**src/rtl/codec_ctl_pkg.sv**
```systemverilog
package codec_ctl_pkg;

    localparam int REG_W      = 8;
    localparam int ADDR_W     = 8;
    localparam int FRAME_BITS = ADDR_W + REG_W;
    localparam int DEC_W      = 5;
    localparam int NUM_SLOTS  = 16;
    localparam int SLOT_W     = $clog2(NUM_SLOTS);
    localparam int CNT_MAX    = FRAME_BITS + 1;
    localparam int CNT_W      = $clog2(CNT_MAX + 1);

    localparam logic [DEC_W-1:0] TEST_ADDR = 5'h1A;

    typedef logic [SLOT_W-1:0] slot_t;
    typedef logic [REG_W-1:0]  reg_t;

    typedef struct packed {
        logic  hit;
        slot_t idx;
    } slot_sel_t;

    typedef struct packed {
        logic [ADDR_W-1:0] addr;
        reg_t              data;
    } frame_t;

    localparam int SL_MASTER_L = 0;
    localparam int SL_MASTER_R = 1;
    localparam int SL_VOICE_L  = 2;
    localparam int SL_VOICE_R  = 3;
    localparam int SL_LINE_L   = 4;
    localparam int SL_LINE_R   = 5;
    localparam int SL_AUX_L    = 6;
    localparam int SL_AUX_R    = 7;
    localparam int SL_MIX_O1   = 8;
    localparam int SL_MIX_O2   = 9;
    localparam int SL_MIX_IL1  = 10;
    localparam int SL_MIX_IR1  = 11;
    localparam int SL_MIX_IL2  = 12;
    localparam int SL_MIX_IR2  = 13;
    localparam int SL_PWR      = 14;
    localparam int SL_MIC      = 15;

    // Decoded (aliased) address to storage slot; the test location is a miss.
    function automatic slot_sel_t slot_lookup(input logic [DEC_W-1:0] a);
        slot_sel_t s;
        s.hit = 1'b1;
        s.idx = '0;
        if (a <= 5'h03)                     s.idx = slot_t'(a);
        else if (a >= 5'h08 && a <= 5'h0B)  s.idx = slot_t'(a - 5'h04);
        else if (a >= 5'h10 && a <= 5'h16)  s.idx = slot_t'(a - 5'h08);
        else if (a == 5'h19)                s.idx = slot_t'(SL_MIC);
        else                                s.hit = 1'b0;
        return s;
    endfunction

    // Bits kept by each slot.
    function automatic reg_t slot_mask(input int s);
        reg_t m;
        if (s <= SL_AUX_R)                         m = 8'h9F;
        else if (s == SL_MIX_O1)                   m = 8'h07;
        else if (s == SL_MIX_O2)                   m = 8'h0F;
        else if (s == SL_MIX_IL1 || s == SL_MIX_IR1) m = 8'h03;
        else if (s == SL_MIX_IL2 || s == SL_MIX_IR2) m = 8'h07;
        else if (s == SL_PWR)                      m = 8'h03;
        else                                       m = 8'h01;
        return m;
    endfunction

endpackage

```
**src/rtl/ctl_serial_rx.sv**
```systemverilog
module ctl_serial_rx
    import codec_ctl_pkg::*;
(
    input  logic   clk,
    input  logic   rst,
    input  logic   cs_n,
    input  logic   sclk,
    input  logic   sdi,
    output logic   frame_v,
    output frame_t frame
);

    localparam int SYNC_N = 2;

    logic [SYNC_N-1:0] cs_sync, ck_sync, d_sync;
    logic              cs_prev, ck_prev;
    logic [CNT_W-1:0]  bit_cnt;
    logic [FRAME_BITS-1:0] shreg;

    wire cs_s   = cs_sync[SYNC_N-1];
    wire ck_s   = ck_sync[SYNC_N-1];
    wire d_s    = d_sync[SYNC_N-1];
    wire ck_up  = ck_s & ~ck_prev;
    wire cs_up  = cs_s & ~cs_prev;

    always_ff @(posedge clk) begin
        if (rst) begin
            cs_sync <= '1;
            ck_sync <= '0;
            d_sync  <= '0;
            cs_prev <= 1'b1;
            ck_prev <= 1'b0;
        end else begin
            cs_sync <= {cs_sync[SYNC_N-2:0], cs_n};
            ck_sync <= {ck_sync[SYNC_N-2:0], sclk};
            d_sync  <= {d_sync[SYNC_N-2:0], sdi};
            cs_prev <= cs_s;
            ck_prev <= ck_s;
        end
    end

    // Count saturates one past a full frame so overlong frames are rejected.
    always_ff @(posedge clk) begin
        if (rst) begin
            bit_cnt <= '0;
            shreg   <= '0;
        end else if (cs_s) begin
            bit_cnt <= '0;
        end else if (ck_up) begin
            shreg <= {shreg[FRAME_BITS-2:0], d_s};
            if (bit_cnt != CNT_W'(CNT_MAX))
                bit_cnt <= bit_cnt + 1'b1;
        end
    end

    assign frame_v = cs_up && (bit_cnt == CNT_W'(FRAME_BITS));
    assign frame   = frame_t'(shreg);

    a_r2_count_capped: assert property (@(posedge clk) disable iff (rst)
        bit_cnt <= CNT_W'(CNT_MAX));

    a_r7_idle_clears_count: assert property (@(posedge clk) disable iff (rst)
        cs_s |=> (bit_cnt == '0));

    a_r8_no_count_on_release: assert property (@(posedge clk) disable iff (rst)
        (cs_s && ck_up) |=> (bit_cnt == '0));

endmodule

```
**src/rtl/ctl_addr_map.sv**
```systemverilog
module ctl_addr_map
    import codec_ctl_pkg::*;
(
    input  logic   clk,
    input  logic   rst,
    input  logic   frame_v,
    input  frame_t frame,
    output logic   wr_en,
    output slot_t  wr_slot,
    output reg_t   wr_data
);

    slot_sel_t sel;
    logic [DEC_W-1:0] dec_addr;

    assign dec_addr = frame.addr[DEC_W-1:0];
    assign sel      = slot_lookup(dec_addr);
    assign wr_en    = frame_v && sel.hit;
    assign wr_slot  = sel.idx;
    assign wr_data  = frame.data;

    a_r5_test_addr_blocked: assert property (@(posedge clk) disable iff (rst)
        (frame_v && dec_addr == TEST_ADDR) |-> !wr_en);

    a_r2_write_needs_frame: assert property (@(posedge clk) disable iff (rst)
        wr_en |-> frame_v);

endmodule

```
**src/rtl/ctl_reg_bank.sv**
```systemverilog
module ctl_reg_bank
    import codec_ctl_pkg::*;
(
    input  logic  clk,
    input  logic  rst,
    input  logic  wr_en,
    input  slot_t wr_slot,
    input  reg_t  wr_data,
    output reg_t  reg_q [NUM_SLOTS]
);

    logic [NUM_SLOTS*REG_W-1:0] flat;

    for (genvar i = 0; i < NUM_SLOTS; i++) begin : g_slot
        localparam reg_t MASK = slot_mask(i);

        always_ff @(posedge clk) begin
            if (rst)
                reg_q[i] <= '0;
            else if (wr_en && wr_slot == slot_t'(i))
                reg_q[i] <= wr_data & MASK;
        end

        assign flat[i*REG_W +: REG_W] = reg_q[i];

        a_r6_unused_zero: assert property (@(posedge clk) disable iff (rst)
            (reg_q[i] & ~MASK) == '0);
    end

    a_r1_hold_without_write: assert property (@(posedge clk) disable iff (rst)
        !wr_en |=> $stable(flat));

endmodule

```
**src/rtl/codec_ctl_port.sv**
```systemverilog
module codec_ctl_port
    import codec_ctl_pkg::*;
(
    input  logic       clk,
    input  logic       rst,
    input  logic       cs_n,
    input  logic       sclk,
    input  logic       sdi,
    output logic [7:0] master_l,
    output logic [7:0] master_r,
    output logic [7:0] voice_l,
    output logic [7:0] voice_r,
    output logic [7:0] line_l,
    output logic [7:0] line_r,
    output logic [7:0] aux_l,
    output logic [7:0] aux_r,
    output logic [7:0] mix_out1,
    output logic [7:0] mix_out2,
    output logic [7:0] mix_in_l1,
    output logic [7:0] mix_in_r1,
    output logic [7:0] mix_in_l2,
    output logic [7:0] mix_in_r2,
    output logic [7:0] pwr_ctl,
    output logic [7:0] mic_gain
);

    logic   frame_v;
    frame_t frame;
    logic   wr_en;
    slot_t  wr_slot;
    reg_t   wr_data;
    reg_t   reg_q [NUM_SLOTS];

    ctl_serial_rx u_rx (
        .clk     (clk),
        .rst     (rst),
        .cs_n    (cs_n),
        .sclk    (sclk),
        .sdi     (sdi),
        .frame_v (frame_v),
        .frame   (frame)
    );

    ctl_addr_map u_map (
        .clk     (clk),
        .rst     (rst),
        .frame_v (frame_v),
        .frame   (frame),
        .wr_en   (wr_en),
        .wr_slot (wr_slot),
        .wr_data (wr_data)
    );

    ctl_reg_bank u_bank (
        .clk     (clk),
        .rst     (rst),
        .wr_en   (wr_en),
        .wr_slot (wr_slot),
        .wr_data (wr_data),
        .reg_q   (reg_q)
    );

    assign master_l  = reg_q[SL_MASTER_L];
    assign master_r  = reg_q[SL_MASTER_R];
    assign voice_l   = reg_q[SL_VOICE_L];
    assign voice_r   = reg_q[SL_VOICE_R];
    assign line_l    = reg_q[SL_LINE_L];
    assign line_r    = reg_q[SL_LINE_R];
    assign aux_l     = reg_q[SL_AUX_L];
    assign aux_r     = reg_q[SL_AUX_R];
    assign mix_out1  = reg_q[SL_MIX_O1];
    assign mix_out2  = reg_q[SL_MIX_O2];
    assign mix_in_l1 = reg_q[SL_MIX_IL1];
    assign mix_in_r1 = reg_q[SL_MIX_IR1];
    assign mix_in_l2 = reg_q[SL_MIX_IL2];
    assign mix_in_r2 = reg_q[SL_MIX_IR2];
    assign pwr_ctl   = reg_q[SL_PWR];
    assign mic_gain  = reg_q[SL_MIC];

    a_r7_reset_clears: assert property (@(posedge clk)
        $past(rst) |-> (master_l == '0 && mic_gain == '0 && pwr_ctl == '0));

endmodule

```
**config.mk**
```make
export PLATFORM = sky130hd
export DESIGN_NAME = codec_ctl_port
export DESIGN_NICKNAME = d
export VERILOG_FILES = /design/src/rtl/codec_ctl_pkg.sv /design/src/rtl/ctl_serial_rx.sv /design/src/rtl/ctl_addr_map.sv /design/src/rtl/ctl_reg_bank.sv /design/src/rtl/codec_ctl_port.sv
export SDC_FILE = /design/constraint.sdc
export NUM_CORES = 1
export LEC_CHECK = 0
export BUFFER_PORTS_ARGS = -buffer_cell sky130_fd_sc_hd__buf_4
export CORE_MARGIN = 1.5
export CORE_UTILIZATION = 47
export DETAILED_ROUTE_END_ITERATION = 10
export PLACE_DENSITY = 0.8
export SETUP_SLACK_MARGIN = 0.05
export SLEW_MARGIN = 0
export SYNTH_ARGS = -nofsm -noshare
export SYNTH_HDL_FRONTEND = slang
export SYNTH_SLANG_ARGS = --single-unit
```
**constraint.sdc**
```tcl
create_clock -name clk -period 2.26 [get_ports clk]
set_clock_uncertainty 0.2 [all_clocks]
set_input_delay 0.452 -clock clk [delete_from_list [all_inputs] [get_ports clk]]
set_output_delay 0.452 -clock clk [all_outputs]
set_load 0.02 [all_outputs]
```
Word-level counts from Yosys, hierarchy flattened

Index checks and enable logic that the tools add are counted.

Register bits: 94
Latch bits: 0
RAM bits: 0
Bits in read-only memories: 0
Bits of input ports: 5
Output and inout port bits: 128
Memories kept: 0

Add/sub/neg operators: 3
Multipliers: 0
Divide/modulo/power cells: 0
$lt $le $gt $ge: 5
Equality and inequality tests: 18
Shifts and indexed selects: 0
Muxes and demuxes: 8
Bitwise operators: 5
Reduce and logical (&&, ||, !) cells: 24

Operators by type and width:

| kind                                                                   | number |
|---|---|
| 4-bit == test (second input constant)                                  | 8 |
| 1-bit logical AND                                                      | 20 |
| 4-bit by 3-bit == test with 1-bit output (second input constant)       | 4 |
| 4-bit two-way mux                                                      | 4 |
| 5-bit == test (second input constant)                                  | 2 |
| 4-bit by 2-bit == test with 1-bit output (second input constant)       | 2 |
| 5-bit by 1-bit adder with 5-bit output (second input constant)         | 1 |
| 5-bit by 4-bit >= comparator with 1-bit output (second input constant) | 1 |
| 5-bit >= comparator (second input constant)                            | 1 |
| 5-bit by 2-bit <= comparator with 1-bit output (second input constant) | 1 |
| 5-bit by 4-bit <= comparator with 1-bit output (second input constant) | 1 |
| 5-bit <= comparator (second input constant)                            | 1 |
| 5-bit != test (second input constant)                                  | 1 |
| 4-bit by 1-bit == test with 1-bit output (second input constant)       | 1 |
| 4-bit zero test                                                        | 1 |
| 1-bit two-way mux                                                      | 4 |
| 2-bit AND reduction                                                    | 2 |
| 4-bit by 3-bit subtractor with 4-bit output (second input constant)    | 1 |
| 4-bit subtractor (second input constant)                               | 1 |
| 1-bit NOT                                                              | 3 |
| 1-bit bitwise AND                                                      | 2 |
| 2-bit OR reduction                                                     | 1 |

Logic depth before layout (Yosys ltp)

Gate-level depths: netlist of run 1.

Depth in word-level cells: 7
Gate-level depth with buffers: 9
Depth with buffers taken out: 7

Cells and area by module

From an unflattened synthesis of run 1, not the netlist that was laid out.

Cell total of the unflattened synthesis: 486
Area total of the unflattened synthesis: 4723.3 um^2

By module, submodules not included:

| module        | instances | cells each | area an instance (um^2) | sequential area each (um^2) |
|---|---|---|---|---|
| ctl_reg_bank  | 1         | 311        | 3235.6                  | 1361.3 |
| ctl_serial_rx | 1         | 123        | 1114.8                  | 580.6 |
| ctl_addr_map  | 1         | 52         | 372.9                   | 0.0 |

Worst setup path before layout of run 1

Ideal clock, no wire load.

Kind: register to register
Start point: reg u_rx.shreg[10] (netlist: u_rx.frame[10])
End point: reg u_bank.reg_q[67] (netlist name)
Data arrival time: 2.060 ns
Data required time: 1.930 ns
Slack: -0.131 ns
Cell stages (with the launch flop): 9
Period minus slack after synthesis: 2.391 ns
Cell sequence: dfxtp_1 -> inv_1 -> ha_1 -> nor2b_1 -> o21ai_0 -> a21o_1 -> buf_4 -> o2111ai_4 -> mux2i_1

Cells in the longest elaborated chain, start to end: 7

Ends and longest elaborated chain:

| element                                                                              | line                                   | text |
|---|---|---|
| from (decl)                                                                          | ctl_serial_rx.sv:18                    | `logic [FRAME_BITS-1:0] shreg;` |
| from (signal assigned)                                                               | ctl_serial_rx.sv:50                    | `shreg <= {shreg[FRAME_BITS-2:0], d_s};` |
| 5-bit >= comparator, or another cell as far along                                    | codec_ctl_pkg.sv:51                    | `else if (a >= 5'h10 && a <= 5'h16) s.idx = slot_t'(a - 5'h08);` |
| 1-bit logical AND, or another cell as far along                                      | codec_ctl_pkg.sv:51                    |  |
| 4-bit two-way mux / 1-bit two-way mux (equally long branches)                        | codec_ctl_pkg.sv:51                    |  |
| 4-bit two-way mux / 1-bit two-way mux (equally long branches)                        | codec_ctl_pkg.sv:50                    | `else if (a >= 5'h08 && a <= 5'h0B) s.idx = slot_t'(a - 5'h04);` |
| 4-bit two-way mux / 1-bit two-way mux (equally long branches)                        | codec_ctl_pkg.sv:49                    | `if (a <= 5'h03) s.idx = slot_t'(a);` |
| 4-bit by 3-bit == test with 1-bit output / 1-bit logical AND (equally long branches) | ctl_reg_bank.sv:20, ctl_addr_map.sv:18 |  |
| 1-bit logical AND *                                                                  | ctl_reg_bank.sv:20                     | `else if (wr_en && wr_slot == slot_t'(i))` |
| to (signal, indexed assignment)                                                      | ctl_reg_bank.sv:21                     | `reg_q[i] <= wr_data & MASK;` |
| to (decl)                                                                            | ctl_reg_bank.sv:9                      | `output reg_t reg_q [NUM_SLOTS]` |

Mark *: on every way between the ends. The rest lies on a longest branch, timed or not.
A chain may end at the register's enable or synchronous reset.

Worst setup path in the final report of run 1

Start point: reg u_rx.shreg[10] (netlist: u_rx.frame[10])
End point: reg u_bank.reg_q[99] (netlist name)

Cells in the longest elaborated chain, start to end: 7

Ends and longest elaborated chain:

| element                                                                              | line |
|---|---|
| 5-bit >= comparator, or another cell as far along                                    | codec_ctl_pkg.sv:51 |
| 1-bit logical AND, or another cell as far along                                      | codec_ctl_pkg.sv:51 |
| 4-bit two-way mux / 1-bit two-way mux (equally long branches)                        | codec_ctl_pkg.sv:51 |
| 4-bit two-way mux / 1-bit two-way mux (equally long branches)                        | codec_ctl_pkg.sv:50 |
| 4-bit two-way mux / 1-bit two-way mux (equally long branches)                        | codec_ctl_pkg.sv:49 |
| 4-bit by 2-bit == test with 1-bit output / 1-bit logical AND (equally long branches) | ctl_reg_bank.sv:20, ctl_addr_map.sv:18 |
| 1-bit logical AND *                                                                  | ctl_reg_bank.sv:20 |

Marked as above.

==> results of run 1 <==
==> logic make-up after synthesis <==
logic type	count (synthesis)
and+or+nand+nor	150
adders and majority gates	6
other	1
DFF	94
muxes	68
xor gates and xnor gates	4
AOI/OAI and AO/OA	44
buffers and inverters	93
==> state kept, by name, indices dropped and copies added (netlist names) <==
name and count:
u_rx.bit_cnt 5, u_rx.cs_sync 2, u_bank.reg_q 68, u_rx.frame 13, u_rx.d_sync 2, u_rx.ck_sync 2, u_rx.cs_prev 1, u_rx.ck_prev 1
==> final cells by class <==
class                      count  area share
tap                          133      0.0290
inverter                       6     0.00479
clock inverter                 6      0.0111
clock buffer                  10      0.0222
timing repair buffer         105       0.154
sequential                    94       0.330
multi-input combinational    332       0.449
==> placed cells by master (no fill, tap or decap), drive strengths merged <==
master,n
conb,60
o221ai,3
or2,5
nand3b,3
nor2,9
nand3,3
nor3b,1
ha,6
inv,10
o221a,1
nand2,30
clkinvlp,1
xor2,2
nand2b,79
a21oi,17
clkbuf,10
a21o,1
o2111ai,4
dfxtp,94
mux2i,68
and2,1
a211oi,3
nor2b,6
nand4b,3
or3,1
o21ai,4
a311oi,3
nand4,6
o21a,1
o211a,1
buf,105
and4b,2
o211ai,6
xnor2,2
clkinv,1
and3b,1
==> metal layers <==
layer | GRT usage | wire length (um) | vias to the layer above
met5 | 0 | 0 | -
met4 | 0.0615 | 147 | 0
met3 | 0.0428 | 446 | 12
met2 | 0.314 | 4820 | 100
met1 | 0.232 | 4260 | 1584
li1 | - | - | 1600
==> where the power goes <==
group	leakage, nW	switching [mW]	internal, mW
Clock	0.0941	0.648	0.433
Sequential	0.761	0.00238	1.66
Combinational	1.74	0.113	0.0301
==> worst paths after layout <==
path | from | endpoint | slack (ps) | cells after the start
worst max-delay path | u_rx.frame[10]$_SDFFE_PP0P_ | u_bank.reg_q[99]$_SDFFE_PP0P_ | 100 | 8
worst min-delay path | cs_n | u_rx.cs_sync[0]$_SDFF_PP1_ | 60 | 2
worst max register to register | u_rx.frame[10]$_SDFFE_PP0P_ | u_bank.reg_q[99]$_SDFFE_PP0P_ | 100 | 8
worst min register to register | u_rx.cs_sync[0]$_SDFF_PP1_ | u_rx.cs_sync[1]$_SDFF_PP1_ | 240 | 1
==> what timing repair did <==
action                                  in CTS  in global routing
gates resized for setup                     10                 11
endpoints found under the setup margin      47                 60
gates cloned                                 0                  0
pin swaps                                    9                  9
endpoints found under the hold margin        0                  0
setup buffers                                3                  6
==> worst max-delay path, cell delays in order, from the launching register on <==
cell	delay, ps
dfxtp_4	400
inv_6	50
ha_4	160
and4b_1	180
a211oi_2	250
o221a_2	260
buf_12	150
o2111ai_4	190
mux2i_1	170
==> metrics by stage <==
step / cells / util
after floorplan: 519 / -
after global placement: 661 / 0.548
after detailed placement: 661 / 0.548
after CTS: 680 / 0.575
after global routing: 686 / 0.585
final: 686 / 0.585
==> results_dict.tcl, run 1 <==
set metrics [dict create \
    clkLatencyLatePin_ps 370 \
    seq_area_mm2 0.00189 \
    htreeDepth 3 \
    cap_violations 0 \
    num_rows 36 \
    routabilityCongestion 0.851 \
    drt_iter0_markers 127 \
    clk_pin_slew_ps 100 \
    cts_tree "built" \
    start_util 0.486 \
    ys_dominant_reg_cell "dfxtp_1" \
    grt_pass1_vias 3193 \
    power_density_mw_per_mm2 502 \
    dp_hpwl_mm 6.91 \
    fill_cells 836 \
    synth_top_area_share 0.394 \
    cts_sinks 94 \
    worstPathRequired_ps 2290 \
    synth_area_mm2 0.00477 \
    area_growth_pct 20.3 \
    grt_usage 0.185 \
    synth-compound-area-share 0.109 \
    synthSimpleGateAreaFrac 0.204 \
    root_buffer "clkbuf_8" \
    die_area_mm2 0.0108 \
    ir_worst_vdd_mv 0.420 \
    multi_input_area_mm2 0.00258 \
    tightest_slew_ps 519 \
    yosys_register_bits 94 \
    core_area_mm2 0.00982 \
    setup-violations-final 0 \
    ys_top_cells_by_count "94 x dfxtp_1, 79 x nand2b_1, 68 x mux2i_1" \
    ant_nets 0 \
    cts_buffers 9 \
    vias_per_cell 4.80 \
    hold_viol 0 \
    io_pins 133 \
    syn_avg_cell_area_um2 10.4 \
    synthMuxAreaShare 0.143 \
    placed_cell_area_mm2 0.00538 \
    synthCells 460 \
    yosysMostFrequentCell "dfxtp_1" \
    crit_type "register to register" \
    holdWs_ps 55.9 \
    final_area_mm2 0.00574 \
    crit_fanout 8 \
    clockBufferDepth 2 \
    drt_first_pass_iters 4 \
    synth_top_family_by_area "simple AND/OR/NAND/NOR gates" \
    setup_ws_ps 98.3 \
    synth_seq_area_share 0.394 \
    synth_edf_count 0 \
    max_freq_mhz 463 \
    min_period_ps 2160 \
    arrival_ps 2200 \
    die_y_um 104 \
    max-slew-margin-rel 0.654 \
    status "finished clean" \
    place_ws_ps -5.71 \
    antenna_found_initial 0 \
    diodes 0 \
    overflow 0 \
    ys_warn_count 0 \
    fin_crit_sh 0.957 \
    tns_ps 0 \
    startpoint_type "register" \
    vias 3296 \
    leakage_nw 2.60 \
    worstSetupEndpointType "register" \
    ys_types 47 \
    synth_xor_area_frac 0.00734 \
    ctsHoldBuffers 0 \
    power_mw 2.88 \
    final_nets 559 \
    wl_mm 9.67 \
    grt_max_degree 40 \
    synthArstFlopShare 0 \
    grt_pass1_wl_mm 16.1 \
    rsz0062_at_grt "yes" \
    hp-class "input port to register" \
    die_w_um 104 \
    post_drt_wl_per_cell_um 14.1 \
    synth_top_cell_by_area "dfxtp_1" \
    portBuffers 72 \
    synthTopCellsByArea "dfxtp_1 39%, mux2i_1 14%, nand2b_1 10%" \
    drive_above_1_share 0.307 \
    synthAdderAreaFrac 0.0157 \
    drc_errors 0 \
    drv_slew 0 \
]
Note: power is estimated with default switching activity, not from simulation.
==> run 2, diff against run 1 <==
--- a/config.mk
+++ b/config.mk
@@ -8,6 +8,7 @@
 export BUFFER_PORTS_ARGS = -buffer_cell sky130_fd_sc_hd__buf_4
 export CORE_MARGIN = 1.5
 export CORE_UTILIZATION = 47
+export CTS_BUF_LIST = sky130_fd_sc_hd__clkbuf_16
 export DETAILED_ROUTE_END_ITERATION = 10
 export PLACE_DENSITY = 0.8
 export SETUP_SLACK_MARGIN = 0.05
==> run 2 against run 1 <==
  * First-iteration DRC count decreased by 19%
  * Sequential share of layout area decreased by 0.46 points
  * Core utilization increased by 0.79 points
  * Via count increased by 0.21%
  * Register-to-register slack got worse by 90 ps
  * Setup slack got worse by 90 ps
  * Fmax decreased by 4.0%
  * Wire length increased by 3.1%
  * Global-route usage decreased by 0.091 points
  * Cell area increased by 1.4%
==> results_dict.tcl, run 2 (synthesized netlist as in run 1, its figures left out) <==
set metrics [dict create \
    fin_util 0.593 \
    critical_path.top_delay_family "compound AO/OA/AOI/OAI gates" \
    layout_commonest_cell "buf_4" \
    drv_slew 0 \
    regMostFlops "u_bank.reg_q" \
    cts_tree "built" \
    placedCellCount 661 \
    grt_pass1_vias 3138 \
    drive_above_1_share 0.306 \
    hold_viol 0 \
    r2r_setup_slack_ps 8 \
    hp-class "input port to register" \
    crit_slowest_cell "dfxtp_4" \
    tns_ps 0 \
    rsz0062_at_grt "yes" \
    reg2reg_to "u_bank.reg_q[68]$_SDFFE_PP0P_" \
    min_period_ps 2250 \
    worstSetupStartpoint "u_rx.frame[11]$_SDFFE_PP0P_" \
    ir_worst_vdd_mv 0.388 \
    ctsHoldBuffers 0 \
    holdWs_ps 86.3 \
    slowest_delay_ps 370 \
    largest_reg_flops 68 \
    setup-violations-final 0 \
    crit_fanout 6 \
    drt_first_pass_iters 4 \
    overflow 0 \
    grt_pass1_wl_mm 16.0 \
    wl_mm 9.97 \
    core_area_mm2 0.00982 \
    reg2reg_from "u_rx.frame[11]$_SDFFE_PP0P_" \
    drc_errors 0 \
    reg2reg_depth 8 \
    seqPwrFrac 0.506 \
    start_util 0.486 \
    layout.cells.non_filler 688 \
    grt_max_degree 40 \
    crit_buf_inv 2 \
    routabilityCongestion 0.851 \
    grt_usage 0.184 \
    endpoint "u_bank.reg_q[68]$_SDFFE_PP0P_" \
    startpoint_type "register" \
    clk_pin_slew_ps 80 \
    cts_buffers 9 \
    vias 3303 \
    root_buffer "clkbuf_16" \
    p_clk_frac 0.450 \
    dp_hpwl_mm 6.91 \
    worstSetupEndpointType "register" \
    die_area_mm2 0.0108 \
    power.internal_mw 2.46 \
    diodes 0 \
    worstPathRequired_ps 2340 \
    power_mw 3.28 \
    area_growth_pct 21.9 \
    drt_iter0_markers 103 \
    arrival_ps 2330 \
    antenna_found_initial 0 \
    cap_violations 0 \
    power_switching_mw 0.817 \
    die_y_um 104 \
    path_depth 8 \
    crit_type "register to register" \
    io_pins 133 \
    path_cells "inv_2, ha_1, and3b_2, o21ai_4, a211oi_4, buf_4, o2111ai_4, mux2i_1" \
    clkLatencyLatePin_ps 350 \
    leakage_nw 2.67 \
    htreeDepth 3 \
    clockBufferDepth 2 \
    combPwrFrac 0.044 \
    final_nets 561 \
    power_density_mw_per_mm2 564 \
    die_w_um 104 \
    status "finished clean" \
    cts_sinks 94 \
    max_freq_mhz 444 \
    num_rows 36 \
    fin_crit_sh 0.996 \
    ant_nets 0 \
    post_drt_wl_per_cell_um 14.5 \
    vias_per_cell 4.80 \
    portBuffers 72 \
    final_cell_mix "98 x buf_4, 90 x dfxtp_1, 79 x nand2b_1" \
    tightest_slew_ps 523 \
    swShare 0.249 \
    max-slew-margin-rel 0.652 \
]
run 2: what timing repair did:
item / in CTS / in global routing
pin swaps: 3 / 13
endpoints found under the setup margin: 46 / 68
buffers inserted: 1 / 10
resized for setup: 5 / 11
run 2: per-stage QoR:
stage	area, um^2	setup slack [ps]
floorplan	5000	62.3
CTS	5700	29.4
finish	5820	8.01
global route	5820	-91.0
global placement	5380	98.3
detailed placement	5380	-5.71
run 2: area by class of cell:
| cell class | instances | area (um^2) |
|---|---|---|
| clock buffer | 9 | 225 |
| tap | 133 | 166 |
| multi-input combinational | 332 | 2550 |
| sequential | 94 | 1890 |
| timing repair buffer | 107 | 890 |
| inverter | 6 | 25.0 |
| fill | 815 | 4000 |
| clock inverter | 7 | 67.6 |
run 2: how the worst min path moves through the flow:
stage / startpoint / to / cells past startpoint
detailed placement: u_rx.cs_sync[0]$_SDFF_PP1_ / u_rx.cs_sync[1]$_SDFF_PP1_ / 1
floorplan: u_rx.cs_sync[0]$_SDFF_PP1_ / u_rx.cs_sync[1]$_SDFF_PP1_ / 1
global placement: u_rx.cs_sync[0]$_SDFF_PP1_ / u_rx.cs_sync[1]$_SDFF_PP1_ / 1
CTS: cs_n / u_rx.cs_sync[0]$_SDFF_PP1_ / 2
finish: cs_n / u_rx.cs_sync[0]$_SDFF_PP1_ / 2
global route: cs_n / u_rx.cs_sync[0]$_SDFF_PP1_ / 2
run 2: worst reg2reg max path: stages, from the launching register on:
cell and delay [ps]:
dfxtp_4 370, inv_2 50, ha_1 190, and3b_2 240
o21ai_4 270, a211oi_4 120, buf_4 170, o2111ai_4 320
mux2i_1 250
run 2: metal layers:
layer  GRT usage  share of wire  wire (um)
met4      0.0486          0.012        123
met1       0.230           0.45       4450
met2       0.313           0.50       4960
met3      0.0516          0.045        447
met5           0              0          0
run 2: power groups by stage:
stage | combinational [mW] | sequential (mW) | clock (mW)
2_1_floorplan | 0.209 | 1.70 | 0
3_3_place_gp | 0.140 | 1.70 | 0
3_5_place_dp | 0.142 | 1.70 | 0
4_1_cts | 0.142 | 1.66 | 1.50
5_1_grt | 0.152 | 1.66 | 1.58
6_report | 0.143 | 1.66 | 1.48
==> run 3, diff against run 2 <==
--- a/config.mk
+++ b/config.mk
@@ -10,6 +10,7 @@
 export CORE_UTILIZATION = 47
 export CTS_BUF_LIST = sky130_fd_sc_hd__clkbuf_16
 export DETAILED_ROUTE_END_ITERATION = 10
+export GPL_TIMING_DRIVEN = 0
 export PLACE_DENSITY = 0.8
 export SETUP_SLACK_MARGIN = 0.05
 export SLEW_MARGIN = 0
==> run 3 against run 2 <==
  * The run now ends with negative setup slack left
  * Critical path depth up 1
  * Fmax down 2.3%
  * Critical path type unchanged
  * Highest routed layer unchanged
  * Worst hold slack better by 4.2 ps
  * Global-route usage up 1.6 points
  * Final cell count up 11%
  * Via count up 7.0%
  * Combinational power up 62%
  * Sequential share of layout area down 3.1 points
==> results_dict.tcl, run 3 (synthesized netlist as in run 1, its figures left out) <==
set metrics [dict create \
    area_growth_pct 34.4 \
    drt_first_pass_iters 5 \
    placedCellCount 724 \
    tns_ps -205 \
    drv_slew 0 \
    layout_commonest_cell "buf_4" \
    power_density_mw_per_mm2 535 \
    grt_max_degree 17 \
    root_buffer "clkbuf_16" \
    ant_nets 0 \
    post_drt_wl_per_cell_um 14.1 \
    clk_pin_slew_ps 70 \
    ctsHoldBuffers 0 \
    fin_crit_sh 1.02 \
    num_rows 36 \
    cts_sinks 94 \
    portBuffers 72 \
    cts_buffers 9 \
    worstSetupEndpointType "register" \
    rsz0062_at_grt "yes" \
    slowest_delay_ps 330 \
    hp-class "input port to register" \
    hp-start "cs_n" \
    drive_above_1_share 0.362 \
    r2r_setup_slack_ps -50 \
    vias_per_cell 4.63 \
    status "finished with violations" \
    diodes 0 \
    fin_util 0.653 \
    hold_viol 0 \
    crit_slowest_cell "dfxtp_2" \
    crit_fanout 6 \
    clkLatencyLatePin_ps 340 \
    reg2reg_from "u_rx.frame[11]$_SDFFE_PP0P_" \
    drc_errors 0 \
    die_w_um 104 \
    die_area_mm2 0.0108 \
    fill_cells 768 \
    start_util 0.486 \
    arrival_ps 2360 \
    startpoint_type "register" \
    antenna_found_initial 0 \
    largest_reg_flops 68 \
    vias 3533 \
    wl_mm 10.8 \
    clockBufferDepth 2 \
    grt_usage 0.201 \
    ir_worst_vdd_mv 0.473 \
    setup_ws_ps -45.3 \
    drt_iter0_markers 149 \
    grt_pass1_wl_mm 17.4 \
    min_period_ps 2310 \
    io_pins 133 \
    worstPathRequired_ps 2310 \
    cap_violations 0 \
    setup-violations-final 15 \
    final_cell_mix "146 x buf_4, 91 x dfxtp_1, 78 x nand2b_1" \
    core_area_mm2 0.00982 \
    grt_pass1_vias 3460 \
    max-slew-margin-rel 0.594 \
    cts_tree "built" \
    violations "negative setup slack" \
    layout.cells.non_filler 763 \
    worstSetupStartpoint "u_rx.frame[11]$_SDFFE_PP0P_" \
    max_freq_mhz 434 \
    power_mw 3.43 \
    path_cells "buf_8, inv_4, ha_2, nand3b_1, o211ai_4, a211oi_4, buf_6, o2111ai_4, mux2i_1" \
    tightest_slew_ps 609 \
    die_y_um 104 \
    crit_type "register to register" \
    routabilityCongestion 0.829 \
    htreeDepth 3 \
    final_nets 636 \
    dp_hpwl_mm 7.14 \
    leakage_nw 2.98 \
    regMostFlops "u_bank.reg_q" \
    place_ws_ps -187 \
    overflow 0 \
]
[run 3: worst paths after layout]
path,endpoint,cells after the start
setup / recovery,u_bank.reg_q[103]$_SDFFE_PP0P_,9
hold / removal,u_rx.cs_sync[0]$_SDFF_PP1_,2
setup reg to reg,u_bank.reg_q[103]$_SDFFE_PP0P_,9
hold reg to reg,u_rx.cs_sync[1]$_SDFF_PP1_,1
[run 3: cell type report]
cell class / count / area [um^2] / area share
timing repair buffer: 95 / 782 / 0.122
inverter: 6 / 32.5 / 0.00507
tap: 133 / 166 / 0.0259
sequential: 94 / 1890 / 0.294
buffer: 87 / 604 / 0.0942
clock buffer: 9 / 225 / 0.0351
clock inverter: 7 / 73.8 / 0.0115
multi-input combinational: 332 / 2640 / 0.412
[run 3: metal layers]
layer,up-vias,wire (um),global-route usage,share of wire
met1,1654,4590,0.244,0.43
met3,16,549,0.0472,0.051
met5,-,0,0,0
met4,0,210,0.0804,0.019
li1,1756,-,-,-
met2,107,5430,0.341,0.50
[run 3: metrics by stage]
step / hold slack [ps] / cell area [um^2]
floorplan: 189 / 5000
global placement: 194 / 5710
detailed placement: 197 / 5710
CTS: 87.9 / 6280
global route: 87.1 / 6410
finish: 90.5 / 6410
[run 3: worst max-delay path, delay by kind of cell, from the launching register on]
kind / cells / cell delay [ps]
adders and majority gates: 1 / 210
buffers and inverters: 3 / 330
muxes: 1 / 280
and+or+nand+nor: 1 / 170
DFF: 1 / 330
AOI/OAI and AO/OA: 3 / 680
[run 3: power by group]
| group | switching, mW | total [mW] | internal [mW] |
|---|---|---|---|
| Clock | 0.673 | 1.54 | 0.864 |
| Combinational | 0.130 | 0.231 | 0.101 |
| Sequential | 0.00225 | 1.66 | 1.66 |
| Total | 0.805 | 3.43 | 2.62 |
[run 3: repair_timing]
| item | CTS | global route |
|---|---|---|
| resized for setup | 22 | 15 |
| pin swaps | 16 | 10 |
| setup buffers | 18 | 5 |
| hold endpoints to repair | 0 | 0 |
| setup endpoints to repair | 68 | 68 |
